### config.mk
export PLATFORM = sky130hd
export DESIGN_NAME = mii_tx_phase_align
export DESIGN_NICKNAME = d
export VERILOG_FILES = /design/src/rtl/mii_tx_phase_align.sv
export SDC_FILE = /design/constraint.sdc
export NUM_CORES = 1
export LEC_CHECK = 0
export BUFFER_PORTS_ARGS = -buffer_cell sky130_fd_sc_hd__buf_2
export CAP_MARGIN = 20
export CORE_MARGIN = 2
export CORE_UTILIZATION = 40
export DETAILED_ROUTE_END_ITERATION = 10
export PLACE_DENSITY = 0.65
export SLEW_MARGIN = 20
export SYNTH_ARGS = -nofsm -noshare
export SYNTH_HDL_FRONTEND = slang
export SYNTH_SLANG_ARGS = --single-unit
### constraint.sdc
create_clock -name clk_fast -period 1.7 [get_ports clk_fast]
set_clock_uncertainty 0.05 [all_clocks]
set_input_delay 0.085 -clock clk_fast [delete_from_list [all_inputs] [get_ports clk_fast]]
set_output_delay 0.085 -clock clk_fast [all_outputs]
set_load 0.03 [all_outputs]
### src/rtl/mii_tx_phase_align.sv
module mii_tx_phase_align #(
  parameter int DW     = 4,
  parameter int LOCK_N = 8
) (
  input  logic          clk_fast,
  input  logic          rst_n,
  input  logic [1:0]    phase_ref,
  input  logic          tx_en_i,
  input  logic [DW-1:0] txd_i,
  input  logic          phy_txclk_i,
  input  logic [1:0]    shift_man_i,
  output logic          tx_en_o,
  output logic [DW-1:0] txd_o,
  output logic [1:0]    shift_o,
  output logic          lock_o
);
  localparam int CW = $clog2(LOCK_N + 1);

  logic [DW:0]   tap [1:3];
  logic [DW:0]   tap0;
  logic [DW:0]   sel;
  logic [2:0]    sync_q;
  logic          rise;
  logic [1:0]    edge_ph;
  logic [CW-1:0] cnt;
  logic [1:0]    shift_q;
  logic [1:0]    shift_req;
  logic          idle;

  assign tap0 = {tx_en_i, txd_i};

  always_ff @(posedge clk_fast) begin
    if (!rst_n) begin
      tap[1] <= '0;
      tap[2] <= '0;
      tap[3] <= '0;
    end else begin
      tap[1] <= tap0;
      tap[2] <= tap[1];
      tap[3] <= tap[2];
    end
  end

  always_comb begin
    case (shift_q)
      2'd0:    sel = tap0;
      2'd1:    sel = tap[1];
      2'd2:    sel = tap[2];
      default: sel = tap[3];
    endcase
  end

  assign tx_en_o = sel[DW];
  assign txd_o   = sel[DW-1:0];

  always_ff @(posedge clk_fast) begin
    if (!rst_n) sync_q <= '0;
    else        sync_q <= {sync_q[1:0], phy_txclk_i};
  end

  assign rise = sync_q[1] & ~sync_q[2];

  always_ff @(posedge clk_fast) begin
    if (!rst_n) begin
      edge_ph <= '0;
      cnt     <= '0;
    end else if (rise) begin
      if (cnt != 0 && phase_ref == edge_ph) begin
        if (cnt != CW'(LOCK_N)) cnt <= cnt + 1'b1;
      end else begin
        edge_ph <= phase_ref;
        cnt     <= CW'(1);
      end
    end
  end

  assign lock_o    = (cnt == CW'(LOCK_N));
  assign shift_req = lock_o ? edge_ph + 2'd2 : shift_man_i;
  assign idle      = !tx_en_i && !tap[1][DW] && !tap[2][DW] && !tap[3][DW];

  always_ff @(posedge clk_fast) begin
    if (!rst_n)                       shift_q <= '0;
    else if (phase_ref == 2'd0 && idle) shift_q <= shift_req;
  end

  assign shift_o = shift_q;

  p_shift_hold_r8: assert property (@(posedge clk_fast) disable iff (!rst_n)
    $past(rst_n) && (shift_q != $past(shift_q)) |->
      $past(phase_ref) == 2'd0 && !$past(tx_en_i));

  p_tap_one_r2: assert property (@(posedge clk_fast) disable iff (!rst_n)
    $past(rst_n) && shift_q == 2'd1 && $past(shift_q) == 2'd1 |->
      txd_o == $past(txd_i) && tx_en_o == $past(tx_en_i));

  p_lock_on_edge_r4: assert property (@(posedge clk_fast) disable iff (!rst_n)
    $past(rst_n) && $rose(lock_o) |-> $past(rise));

  p_unlock_on_edge_r7: assert property (@(posedge clk_fast) disable iff (!rst_n)
    $past(rst_n) && $fell(lock_o) |-> $past(rise) && $past(phase_ref) != $past(edge_ph));

  p_frame_shift_r3: assert property (@(posedge clk_fast) disable iff (!rst_n)
    tx_en_o |=> $stable(shift_q) || !$past(tx_en_o));
endmodule

==> run_summary.xml, run 1 <==
<?xml version="1.0" encoding="UTF-8"?>
<metrics>
  <group name="run_status">
    <metric name="run_status" unit="">completed</metric>
  </group>
  <group name="floorplan">
    <metric name="fp.dieH" unit="um">55.5</metric>
    <metric name="placeableCoreArea" unit="um^2">2500</metric>
    <metric name="floorplan.die.width" unit="um">55.5</metric>
    <metric name="effective_utilization_at_floorplan" unit="%">42.4</metric>
    <metric name="floorplan.io_pins" unit="">20</metric>
    <metric name="rows" unit="">18</metric>
    <metric name="die_footprint" unit="um^2">3080</metric>
  </group>
  <group name="yosys">
    <metric name="number_of_distinct_library_cells_after_synthesis" unit="">28</metric>
    <metric name="synth_ff_type" unit="">dfxtp_1</metric>
    <metric name="synth_largest_area_cell" unit="">dfxtp_1</metric>
    <metric name="synthTopCellsByArea" unit="">dfxtp_1 (49%), mux4_2 (11%), and2_1 (10%)</metric>
    <metric name="post_synth.cell_area_avg" unit="um^2">10.7</metric>
    <metric name="postSynthCellCount" unit="">99</metric>
    <metric name="synth.cell_area" unit="um^2">1060</metric>
    <metric name="yosys_warnings" unit="">0</metric>
    <metric name="number_of_flops_mapped_to_enable_cells_by_yosys" unit="">0</metric>
    <metric name="share_of_yosys_cell_area_claimed_by_the_top_area_cell_type" unit="%">49.1</metric>
    <metric name="register_bit_count_reported_by_yosys" unit="">26</metric>
    <metric name="ys_async_sr_fraction" unit="%">0</metric>
    <metric name="net_count_synth" unit="">113</metric>
    <metric name="synth_sequential_area_ratio" unit="%">49.1</metric>
  </group>
  <group name="global_routing">
    <metric name="antenna_found_initial" unit="">0</metric>
    <metric name="groute.layer.met3.usage" unit="%">4.22</metric>
    <metric name="global_route.usage.met1" unit="%">16.7</metric>
    <metric name="global_route_met2_usage" unit="%">22.3</metric>
    <metric name="grtUsageTotal" unit="%">13.3</metric>
    <metric name="grt_pass1_wl" unit="mm">3.29</metric>
    <metric name="first_global_vias" unit="">775</metric>
    <metric name="globalRoute.totalOverflow" unit="">0</metric>
    <metric name="maximum_number_of_pins_on_one_net_before_global_route_repair" unit="">29</metric>
    <metric name="grt.busiest_layer" unit="">met2</metric>
  </group>
  <group name="setup_path">
    <metric name="setup.worst_path.end_class" unit="">output port</metric>
    <metric name="worst-r2r-setup-slack" unit="ps">290</metric>
    <metric name="reg2reg_to" unit="">cnt[3]</metric>
    <metric name="critical_path.startpoint_type" unit="">register</metric>
    <metric name="path_max_fanout" unit="">7</metric>
    <metric name="timing_worst_setup_path_type" unit="">register to output port</metric>
    <metric name="r2r-start" unit="">cnt[0]</metric>
    <metric name="ff2ff_path_depth" unit="">5</metric>
    <metric name="crit_arrival" unit="ps">1470</metric>
    <metric name="critical_path_required" unit="ps">1560</metric>
  </group>
  <group name="layout">
    <metric name="final_common_cell" unit="">dfxtp_1</metric>
    <metric name="fraction_of_final_layout_cells_sized_beyond_drive_strength_1" unit="%">26.6</metric>
    <metric name="finish.cell_count_without_fillers" unit="">158</metric>
    <metric name="syn_to_layout_area_delta" unit="%">25.9</metric>
    <metric name="insertedDiodeCount" unit="">0</metric>
    <metric name="final.fill_count" unit="">225</metric>
    <metric name="postLayoutCellArea" unit="um^2">1330</metric>
    <metric name="commonest_cells_after_routing_fill_and_taps_aside" unit="">dfxtp_1 (25), buf_2 (19), and2_1 (17)</metric>
    <metric name="fin_nets" unit="">143</metric>
  </group>
  <group name="timing">
    <metric name="tightest_slew" unit="ps">378</metric>
    <metric name="fin_crit" unit="ps">1610</metric>
    <metric name="setup_slack" unit="ps">91.2</metric>
    <metric name="count_of_endpoints_failing_hold_in_the_final_timing_report" unit="">0</metric>
    <metric name="timing.final.setup_violations" unit="">0</metric>
    <metric name="fin_tns_setup" unit="ps">0</metric>
    <metric name="final_min_period_over_clock_period" unit="%">94.6</metric>
    <metric name="slew_viol_final" unit="">0</metric>
    <metric name="slew-limit-headroom" unit="%">74.8</metric>
    <metric name="rsz0062_at_grt" unit="">false</metric>
    <metric name="maxClockFrequency" unit="MHz">622</metric>
    <metric name="holdWs" unit="ps">127</metric>
  </group>
  <group name="place">
    <metric name="postPlaceCellArea" unit="um^2">1170</metric>
    <metric name="globalplace.congestion" unit="">0.675</metric>
    <metric name="dp.cells" unit="">143</metric>
    <metric name="pre_cts_ws" unit="ps">273</metric>
    <metric name="io_buffers" unit="">19</metric>
    <metric name="hpwlAfterDp" unit="mm">1.30</metric>
  </group>
  <group name="detailed_routing">
    <metric name="route.antenna.remaining_nets" unit="">0</metric>
    <metric name="dr.first_iter.drc_count" unit="">27</metric>
    <metric name="wirelength" unit="mm">1.86</metric>
    <metric name="drt_first_pass_iters" unit="">4</metric>
    <metric name="vias" unit="">792</metric>
    <metric name="viasPerCell" unit="">5.01</metric>
    <metric name="avgRoutedWirePerCell" unit="um">11.8</metric>
    <metric name="post-route-drc-count" unit="">0</metric>
  </group>
  <group name="cts">
    <metric name="clkLatencyLatePin" unit="ps">320</metric>
    <metric name="tritoncts" unit="">done</metric>
    <metric name="cts-htree-levels" unit="">1</metric>
    <metric name="numClockSinks" unit="">26</metric>
    <metric name="clk_root_buffer_cell" unit="">clkbuf_4</metric>
    <metric name="cts-buffers-inserted" unit="">3</metric>
    <metric name="clockBufferDepth" unit="">2</metric>
    <metric name="cts.clk_slew.worst_paths" unit="ps">140</metric>
  </group>
  <group name="power_and_ir_drop">
    <metric name="ir_worst_vdd" unit="mV">1.04</metric>
    <metric name="power_per_cell_area" unit="nW/um^2">903</metric>
    <metric name="p_leak" unit="nW">0.569</metric>
  </group>
  <group name="worst_hold_path">
    <metric name="worst_hold_path_type" unit="">input pin to register</metric>
    <metric name="endpoint_of_the_worst_hold_timing_path" unit="">shift_o[0]</metric>
    <metric name="hold-path-cell-count" unit="">3</metric>
    <metric name="holdCritStartpoint" unit="">rst_n</metric>
  </group>
  <group name="flow_run">
    <metric name="timing.max_cap.violations" unit="">0</metric>
  </group>
</metrics>
[power breakdown]
group	switching [W]	internal, W	leakage (nW)
clock	0.000180	0.000239	0.0279
combinational	0.0000704	0.0000694	0.327
sequential	0.0000157	0.000631	0.214
total	0.000266	0.000939	0.569
[kinds of logic after synthesis]
| group | Yosys count | synth area share, % |
|---|---|---|
| buffers and inverters | 9 | 3.54 |
| AND/OR/NAND/NOR | 40 | 23.1 |
| multiplexers | 6 | 11.6 |
| flip-flops | 26 | 49.1 |
| XOR/XNOR | 2 | 1.65 |
| adder cells (fa/ha/maj) | 2 | 2.36 |
| AO/OA/AOI/OAI | 14 | 8.62 |
[cells in the mapped netlist (2+ instances only)]
cell,count
a21oi_1,5
o21ai_1,2
dfxtp_1,26
nor2_1,3
buf_2,3
inv_1,4
nand3_1,5
nand2_1,6
ha_1,2
a21boi_1,2
o311ai_1,2
and2_1,17
xor2_1,2
clkbuf_1,2
mux4_2,5
[critical path: stages (launching register included)]
cell and delay, ps:
dfxtp_4 440, mux4_2 520, buf_2 190
[worst max path at each step]
stage                     startpoint       end  cells past startpoint
final                     shift_o[0]   tx_en_o                      2
after global routing      shift_o[0]   tx_en_o                      2
after CTS                 shift_o[0]   tx_en_o                      2
after detailed placement  shift_o[0]  txd_o[1]                      2
after global placement    shift_o[0]   tx_en_o                      2
after floorplan           shift_o[0]   tx_en_o                      2
[area by class of cell]
| type | count | area (um^2) | share of cell area (%) |
|---|---|---|---|
| repair buffers | 30 | 203 | 15.2 |
| well taps | 30 | 37.5 | 2.81 |
| clock buffers | 3 | 22.5 | 1.69 |
| flip-flops and latches | 26 | 524 | 39.3 |
| multi-input cells | 64 | 502 | 37.6 |
| clock inverters | 1 | 30.0 | 2.25 |
| inverters | 4 | 15.0 | 1.13 |
[flip-flops by register name, indices dropped and copies added (netlist names)]
name / count
edge_ph: 2
sync_q: 3
shift_o: 2
cnt: 4
tap: 15
[through the flow]
stage               total power, W  util [%]
CTS                        0.00123      53.0
detailed placement        0.000784      46.8
finish                     0.00120      53.4
global placement          0.000781      46.8
floorplan                 0.000746         -
global route               0.00127      53.4
[routing by layer]
metal / up-vias / routed length [um] / share of wire, %
li1: 399 / - / -
met1: 376 / 889 / 48
met2: 15 / 885 / 48
met3: 2 / 74 / 4.0
met4: 0 / 8 / 0.43
met5: - / 0 / 0
[repair_timing]
item	CTS	global route
endpoints found under the hold margin	10	0
gates resized for setup	1	1
hold buffers	10	0
setup buffers	0	1
endpoints found under the setup margin	5	6
Note: power is estimated with default switching activity, not from simulation.
==> run 2, diff against run 1 <==
CELL_PAD_IN_SITES_DETAIL_PLACEMENT = 1   (was default)
CELL_PAD_IN_SITES_GLOBAL_PLACEMENT = 1   (was default)
PLACE_DENSITY = 0.79   (was 0.65)
clock period = 1.8 ns   (was 1.7 ns; I/O delays follow)
==> run 2 against run 1 <==
Against the previous run:
- die area unchanged
- worst hold slack lost 120 ps
- utilization fell by 0.30 points
- critical path type unchanged
- critical endpoint unchanged
==> run_summary.xml, run 2 (synthesized netlist as in run 1, its figures left out) <==
<?xml version="1.0" encoding="UTF-8"?>
<metrics>
  <group name="run_status">
    <metric name="run_status" unit="">completed</metric>
  </group>
  <group name="detailed_routing">
    <metric name="post-route-drc-count" unit="">0</metric>
    <metric name="viasPerCell" unit="">5.13</metric>
    <metric name="route.antenna.remaining_nets" unit="">0</metric>
    <metric name="maxUsedRoutingLayer" unit="">met4</metric>
    <metric name="avgRoutedWirePerCell" unit="um">14.2</metric>
    <metric name="wirelength" unit="mm">2.24</metric>
    <metric name="wl_met3" unit="um">66</metric>
    <metric name="vias" unit="">811</metric>
    <metric name="drt-met1-wl" unit="um">905</metric>
    <metric name="met2RoutedLength" unit="mm">1.22</metric>
    <metric name="dr.first_iter.drc_count" unit="">9</metric>
    <metric name="drt_first_pass_iters" unit="">4</metric>
  </group>
  <group name="place">
    <metric name="postPlaceCellArea" unit="um^2">1170</metric>
    <metric name="io_buffers" unit="">19</metric>
    <metric name="pre_cts_ws" unit="ps">336</metric>
    <metric name="hpwlAfterDp" unit="mm">1.51</metric>
    <metric name="globalplace.congestion" unit="">0.713</metric>
  </group>
  <group name="timing">
    <metric name="setup_slack" unit="ps">115</metric>
    <metric name="maxClockFrequency" unit="MHz">593</metric>
    <metric name="fin_tns_setup" unit="ps">0</metric>
    <metric name="rsz0062_at_grt" unit="">false</metric>
    <metric name="slew-limit-headroom" unit="%">75.2</metric>
    <metric name="count_of_endpoints_failing_hold_in_the_final_timing_report" unit="">0</metric>
    <metric name="slew_viol_final" unit="">0</metric>
    <metric name="tightest_slew" unit="ps">372</metric>
    <metric name="final_min_period_over_clock_period" unit="%">93.6</metric>
    <metric name="fin_crit" unit="ps">1690</metric>
    <metric name="timing.final.setup_violations" unit="">0</metric>
  </group>
  <group name="floorplan">
    <metric name="effective_utilization_at_floorplan" unit="%">42.4</metric>
    <metric name="die_footprint" unit="um^2">3080</metric>
    <metric name="rows" unit="">18</metric>
    <metric name="floorplan.die.width" unit="um">55.5</metric>
    <metric name="floorplan.io_pins" unit="">20</metric>
    <metric name="placeableCoreArea" unit="um^2">2500</metric>
    <metric name="fp.dieH" unit="um">55.5</metric>
  </group>
  <group name="cts">
    <metric name="tritoncts" unit="">done</metric>
    <metric name="cts-htree-levels" unit="">1</metric>
    <metric name="clkLatencyLatePin" unit="ps">330</metric>
    <metric name="clockBufferDepth" unit="">2</metric>
    <metric name="cts-buffers-inserted" unit="">3</metric>
    <metric name="numClockSinks" unit="">26</metric>
    <metric name="clk_root_buffer_cell" unit="">clkbuf_4</metric>
    <metric name="cts.clk_slew.worst_paths" unit="ps">140</metric>
  </group>
  <group name="power_and_ir_drop">
    <metric name="p_sw" unit="W">0.000265</metric>
    <metric name="ir_worst_vdd" unit="mV">0.595</metric>
    <metric name="internal_power" unit="W">0.000885</metric>
    <metric name="power_share_of_the_combinational_group" unit="%">11.4</metric>
    <metric name="total_power" unit="W">0.00115</metric>
    <metric name="power_switching_share" unit="%">23.0</metric>
    <metric name="p_leak" unit="nW">0.569</metric>
    <metric name="power_frac_seq" unit="%">53.3</metric>
    <metric name="clockPowerShare" unit="%">35.3</metric>
    <metric name="power_per_cell_area" unit="nW/um^2">867</metric>
  </group>
  <group name="setup_path">
    <metric name="timing_worst_setup_path_type" unit="">register to output port</metric>
    <metric name="critical_path.startpoint_type" unit="">register</metric>
    <metric name="crit_arrival" unit="ps">1550</metric>
    <metric name="cp_cell_sequence" unit="">mux4_2 -&gt; buf_2</metric>
    <metric name="path_max_fanout" unit="">7</metric>
    <metric name="slowest_delay" unit="ps">540</metric>
    <metric name="worst_path_max_delay_cell" unit="">mux4_2</metric>
    <metric name="worst-r2r-setup-slack" unit="ps">310</metric>
    <metric name="critical_path_required" unit="ps">1660</metric>
    <metric name="setup.worst_path.end_class" unit="">output port</metric>
  </group>
  <group name="layout">
    <metric name="final_common_cell" unit="">dfxtp_1</metric>
    <metric name="reg.largest.list" unit="">tap (15), cnt (4), sync_q (3)</metric>
    <metric name="final.fill_count" unit="">272</metric>
    <metric name="fin_nets" unit="">143</metric>
    <metric name="syn_to_layout_area_delta" unit="%">25.1</metric>
    <metric name="commonest_cells_after_routing_fill_and_taps_aside" unit="">dfxtp_1 (25), buf_2 (19), and2_1 (17)</metric>
    <metric name="postLayoutCellArea" unit="um^2">1330</metric>
    <metric name="largest_register" unit="">tap</metric>
    <metric name="largest_register_ffs" unit="">15</metric>
    <metric name="fraction_of_final_layout_cells_sized_beyond_drive_strength_1" unit="%">28.1</metric>
    <metric name="insertedDiodeCount" unit="">0</metric>
  </group>
  <group name="global_routing">
    <metric name="globalRoute.totalOverflow" unit="">0</metric>
    <metric name="first_global_vias" unit="">839</metric>
    <metric name="maximum_number_of_pins_on_one_net_before_global_route_repair" unit="">29</metric>
    <metric name="grtUsageTotal" unit="%">16.5</metric>
    <metric name="grt_pass1_wl" unit="mm">3.88</metric>
    <metric name="antenna_found_initial" unit="">0</metric>
  </group>
  <group name="worst_hold_path">
    <metric name="worst_hold_path_type" unit="">input pin to register</metric>
  </group>
  <group name="flow_run">
    <metric name="timing.max_cap.violations" unit="">0</metric>
  </group>
</metrics>
## run 2: cell types whose count changed in the layout (fill, tap and decap cells not counted), sizes merged
| cell | before | now |
|---|---|---|
| buf | 20 | 22 |
| dlygate4sd3 | 10 | 8 |
## run 2: critical path: cells and delay by family (launching register included)
kind / cells / cell delay [ps]
mux: 1 / 540
flops: 1 / 480
buf+inv: 1 / 200
## run 2: power groups by stage
| stage | Sequential [W] | Clock (W) | Combinational, W |
|---|---|---|---|
| 2_1_floorplan | 0.000622 | 0 | 0.0000833 |
| 3_3_place_gp | 0.000624 | 0 | 0.000114 |
| 3_5_place_dp | 0.000625 | 0 | 0.000117 |
| 4_1_cts | 0.000613 | 0.000410 | 0.000131 |
| 5_1_grt | 0.000616 | 0.000433 | 0.000144 |
| 6_report | 0.000613 | 0.000406 | 0.000131 |
## run 2: metal layers
metal | GRT usage [%] | up-vias
li1 | - | 399
met1 | 18.3 | 391
met5 | 0 | -
met4 | 8.36 | 0
met2 | 30.3 | 16
met3 | 2.11 | 5
## run 2: area by class of cell
| class | count | area [um^2] | share of cell area (%) |
|---|---|---|---|
| sequential | 26 | 522 | 39.3 |
| multi-input combinational | 64 | 502 | 37.8 |
| timing repair buffer | 30 | 198 | 14.9 |
| tap | 30 | 37.5 | 2.83 |
| clock inverter | 1 | 30.0 | 2.26 |
| clock buffer | 3 | 22.5 | 1.70 |
| inverter | 4 | 15.0 | 1.13 |
## run 2: repair_timing
action                                  4_1_cts  5_1_grt
endpoints found under the setup margin        5        1
hold endpoints to repair                      8        0
setup buffers                                 0        3
gates resized for setup                       1        0
hold buffers                                  8        0
## run 2: worst paths after layout
kind,from,endpoint,depth (start not counted)
worst max register to register,cnt[0],cnt[3],5
worst min register to register,sync_q[0],sync_q[1],1
worst min-delay path,shift_man_i[1],shift_o[1],3
worst max-delay path,shift_o[0],tx_en_o,2
## run 2: metrics by stage
step	hold slack (ps)	cells	utilization, %
3_5_place_dp	252	143	46.8
2_1_floorplan	162	99	-
3_3_place_gp	249	143	46.8
5_1_grt	30.5	158	53.1
4_1_cts	1.81	155	52.2
6_report	2.46	158	53.1
==> run 3, diff against run 2 <==
ABC_AREA = 1   (was default)
CORE_UTILIZATION = 38   (was 40)
PLACE_DENSITY = 0.8   (was 0.79)
==> run 3 against run 2 <==
Against the previous run:
- the run now ends with DRC left
- sequential cell count unchanged
- register-to-register slack better by 20 ps
- non-clock buffer count down 5
- setup slack better by 36 ps
- synthesized area up 7.1%
- wire length up 18%
- clock-buffer cell count unchanged
- synthesized cell count up 63%
- final cell count up 39%
- sequential power about the same
==> run_summary.xml, run 3 <==
<?xml version="1.0" encoding="UTF-8"?>
<metrics>
  <group name="detailed_routing">
    <metric name="route.antenna.remaining_nets" unit="">0</metric>
    <metric name="dr.first_iter.drc_count" unit="">44</metric>
    <metric name="vias" unit="">1061</metric>
    <metric name="wirelength" unit="mm">2.65</metric>
    <metric name="viasPerCell" unit="">4.84</metric>
    <metric name="avgRoutedWirePerCell" unit="um">12.1</metric>
    <metric name="drt-met1-wl" unit="mm">1.16</metric>
    <metric name="met2RoutedLength" unit="mm">1.36</metric>
    <metric name="maxUsedRoutingLayer" unit="">met4</metric>
    <metric name="post-route-drc-count" unit="">2</metric>
    <metric name="wl_met3" unit="um">96</metric>
    <metric name="drt_first_pass_iters" unit="">7</metric>
  </group>
  <group name="yosys">
    <metric name="post_synth.cell_area_avg" unit="um^2">7.05</metric>
    <metric name="synth_largest_area_cell" unit="">dfxtp_1</metric>
    <metric name="yosys_warnings" unit="">0</metric>
    <metric name="share_of_yosys_cell_area_claimed_by_the_top_area_cell_type" unit="%">45.9</metric>
    <metric name="number_of_flops_mapped_to_enable_cells_by_yosys" unit="">0</metric>
    <metric name="register_bit_count_reported_by_yosys" unit="">26</metric>
    <metric name="number_of_distinct_library_cells_after_synthesis" unit="">18</metric>
    <metric name="synth.cell_area" unit="um^2">1130</metric>
    <metric name="ys_async_sr_fraction" unit="%">0</metric>
    <metric name="ys_top_cells_by_count" unit="">nand2_1 (53), inv_1 (35), dfxtp_1 (26)</metric>
    <metric name="synthTopCellsByArea" unit="">dfxtp_1 (46%), nand2_1 (18%), inv_1 (12%)</metric>
    <metric name="synth_sequential_area_ratio" unit="%">45.9</metric>
    <metric name="net_count_synth" unit="">175</metric>
    <metric name="synth_ff_type" unit="">dfxtp_1</metric>
    <metric name="postSynthCellCount" unit="">161</metric>
    <metric name="yosys.cell_count.top_type" unit="">nand2_1</metric>
  </group>
  <group name="power_and_ir_drop">
    <metric name="power_share_of_the_combinational_group" unit="%">12.8</metric>
    <metric name="p_leak" unit="nW">0.749</metric>
    <metric name="total_power" unit="W">0.00116</metric>
    <metric name="power_per_cell_area" unit="nW/um^2">844</metric>
    <metric name="power_switching_share" unit="%">24.5</metric>
    <metric name="internal_power" unit="W">0.000877</metric>
    <metric name="ir_worst_vdd" unit="mV">0.394</metric>
    <metric name="power_frac_seq" unit="%">52.7</metric>
    <metric name="clockPowerShare" unit="%">34.4</metric>
    <metric name="p_sw" unit="W">0.000285</metric>
  </group>
  <group name="cts">
    <metric name="clockBufferDepth" unit="">2</metric>
    <metric name="cts.clk_slew.worst_paths" unit="ps">150</metric>
    <metric name="clk_root_buffer_cell" unit="">clkbuf_4</metric>
    <metric name="numClockSinks" unit="">26</metric>
    <metric name="cts-buffers-inserted" unit="">3</metric>
    <metric name="clkLatencyLatePin" unit="ps">320</metric>
    <metric name="tritoncts" unit="">done</metric>
    <metric name="cts-htree-levels" unit="">1</metric>
  </group>
  <group name="worst_hold_path">
    <metric name="worst_hold_path_type" unit="">input pin to register</metric>
  </group>
  <group name="setup_path">
    <metric name="critical_path_required" unit="ps">1660</metric>
    <metric name="slowest_delay" unit="ps">420</metric>
    <metric name="setup.worst_path.end_class" unit="">output port</metric>
    <metric name="r2r-start" unit="">cnt[0]</metric>
    <metric name="critical_path.startpoint_type" unit="">register</metric>
    <metric name="reg2reg_to" unit="">cnt[3]</metric>
    <metric name="worst_path_max_delay_cell" unit="">dfxtp_1</metric>
    <metric name="timing_worst_setup_path_type" unit="">register to output port</metric>
    <metric name="path_max_fanout" unit="">5</metric>
    <metric name="ff2ff_path_depth" unit="">9</metric>
    <metric name="worst_setup_path_startpoint" unit="">shift_o[0]</metric>
    <metric name="critical_path_sink" unit="">tx_en_o</metric>
    <metric name="cp_cell_sequence" unit="">inv_1 -&gt; nor2_2 -&gt; nand2_1 -&gt; o2111ai_1 -&gt; buf_2</metric>
    <metric name="worst-r2r-setup-slack" unit="ps">330</metric>
    <metric name="crit_arrival" unit="ps">1510</metric>
  </group>
  <group name="timing">
    <metric name="tightest_slew" unit="ps">414</metric>
    <metric name="maxClockFrequency" unit="MHz">606</metric>
    <metric name="rsz0062_at_grt" unit="">false</metric>
    <metric name="holdWs" unit="ps">15.7</metric>
    <metric name="fin_tns_setup" unit="ps">0</metric>
    <metric name="slew_viol_final" unit="">0</metric>
    <metric name="count_of_endpoints_failing_hold_in_the_final_timing_report" unit="">0</metric>
    <metric name="final_min_period_over_clock_period" unit="%">91.6</metric>
    <metric name="timing.final.setup_violations" unit="">0</metric>
    <metric name="fin_crit" unit="ps">1650</metric>
    <metric name="slew-limit-headroom" unit="%">72.4</metric>
  </group>
  <group name="layout">
    <metric name="fin_nets" unit="">203</metric>
    <metric name="postLayoutCellArea" unit="um^2">1380</metric>
    <metric name="final_common_cell" unit="">nand2_1</metric>
    <metric name="insertedDiodeCount" unit="">0</metric>
    <metric name="fraction_of_final_layout_cells_sized_beyond_drive_strength_1" unit="%">17.0</metric>
    <metric name="syn_to_layout_area_delta" unit="%">21.3</metric>
    <metric name="largest_register" unit="">tap</metric>
    <metric name="finish.utilization" unit="%">49.1</metric>
    <metric name="largest_register_ffs" unit="">15</metric>
    <metric name="commonest_cells_after_routing_fill_and_taps_aside" unit="">nand2_1 (53), inv_1 (35), dfxtp_1 (26)</metric>
    <metric name="reg.largest.list" unit="">tap (15), cnt (4), sync_q (3)</metric>
    <metric name="final.fill_count" unit="">383</metric>
  </group>
  <group name="global_routing">
    <metric name="grt_pass1_wl" unit="mm">4.69</metric>
    <metric name="antenna_found_initial" unit="">0</metric>
    <metric name="first_global_vias" unit="">1127</metric>
    <metric name="maximum_number_of_pins_on_one_net_before_global_route_repair" unit="">24</metric>
    <metric name="grtUsageTotal" unit="%">17.8</metric>
    <metric name="globalRoute.totalOverflow" unit="">0</metric>
  </group>
  <group name="place">
    <metric name="globalplace.congestion" unit="">0.806</metric>
    <metric name="io_buffers" unit="">19</metric>
    <metric name="hpwlAfterDp" unit="mm">1.97</metric>
    <metric name="postPlaceCellArea" unit="um^2">1260</metric>
  </group>
  <group name="run_status">
    <metric name="run_status" unit="">finished with violations</metric>
    <metric name="violated_checks" unit="">DRC</metric>
  </group>
  <group name="floorplan">
    <metric name="effective_utilization_at_floorplan" unit="%">40.5</metric>
    <metric name="floorplan.die.width" unit="um">58.7</metric>
    <metric name="floorplan.io_pins" unit="">20</metric>
    <metric name="placeableCoreArea" unit="um^2">2810</metric>
    <metric name="rows" unit="">19</metric>
    <metric name="die_footprint" unit="um^2">3440</metric>
    <metric name="fp.dieH" unit="um">58.7</metric>
  </group>
  <group name="flow_run">
    <metric name="timing.max_cap.violations" unit="">0</metric>
  </group>
</metrics>
[run 3: critical path: cells and delay by family (launching register included)]
family | cells | cell delay (ps)
DFF | 1 | 420
and+or+nand+nor | 2 | 340
buffers and inverters | 2 | 330
AOI/OAI and AO/OA | 1 | 110
[run 3: worst min path at each step]
stage / cells past startpoint / endpoint / from
2_1_floorplan: 2 / tap[0][5] / txd_i[0]
3_3_place_gp: 3 / sync_q[0] / phy_txclk_i
3_5_place_dp: 3 / sync_q[0] / phy_txclk_i
4_1_cts: 3 / edge_ph[0] / phase_ref[0]
5_1_grt: 3 / edge_ph[0] / phase_ref[0]
6_report: 3 / edge_ph[0] / phase_ref[0]
[run 3: area by class of cell]
cell class | count | area [um^2] | share of cell area, %
flip-flops and latches | 26 | 520 | 37.8
multi-input cells | 97 | 474 | 34.5
repair buffers | 25 | 155 | 11.3
inverters | 36 | 135 | 9.82
well taps | 31 | 38.8 | 2.82
clock inverters | 1 | 30.0 | 2.18
clock buffers | 3 | 22.5 | 1.64
[run 3: power by group through the flow]
stage / clock [W] / sequential [W] / combinational (W)
final: 0.000400 / 0.000612 / 0.000149
after global routing: 0.000433 / 0.000616 / 0.000167
after CTS: 0.000411 / 0.000612 / 0.000150
after detailed placement: 0 / 0.000625 / 0.000140
after global placement: 0 / 0.000623 / 0.000134
after floorplan: 0 / 0.000626 / 0.0000903
[run 3: through the flow]
stage | setup WS (ps) | cells
floorplan | 390 | 161
global placement | 449 | 209
detailed placement | 354 | 209
CTS | 13.3 | 219
global route | 19.1 | 219
finish | 151 | 219
[run 3: cells by family after synthesis]
kind of cell,share of synthesized area [%]
compound gates,3.86
fa+ha+maj,2.20
xor+xnor,1.54
simple gates,34.0
buf+inv,12.6
flops,45.9
[run 3: routing by layer]
layer  vias up  track usage, %
li1        534               -
met1       502            20.9
met2        21            32.9
met3         4            2.20
met4         0            6.82
met5         -               0
[run 3: repair_timing]
item | in CTS | in global routing
resized for setup | 0 | 1
hold endpoints to repair | 6 | 0
endpoints found under the setup margin | 0 | 5
hold buffers | 6 | 0
buffers inserted | 0 | 0
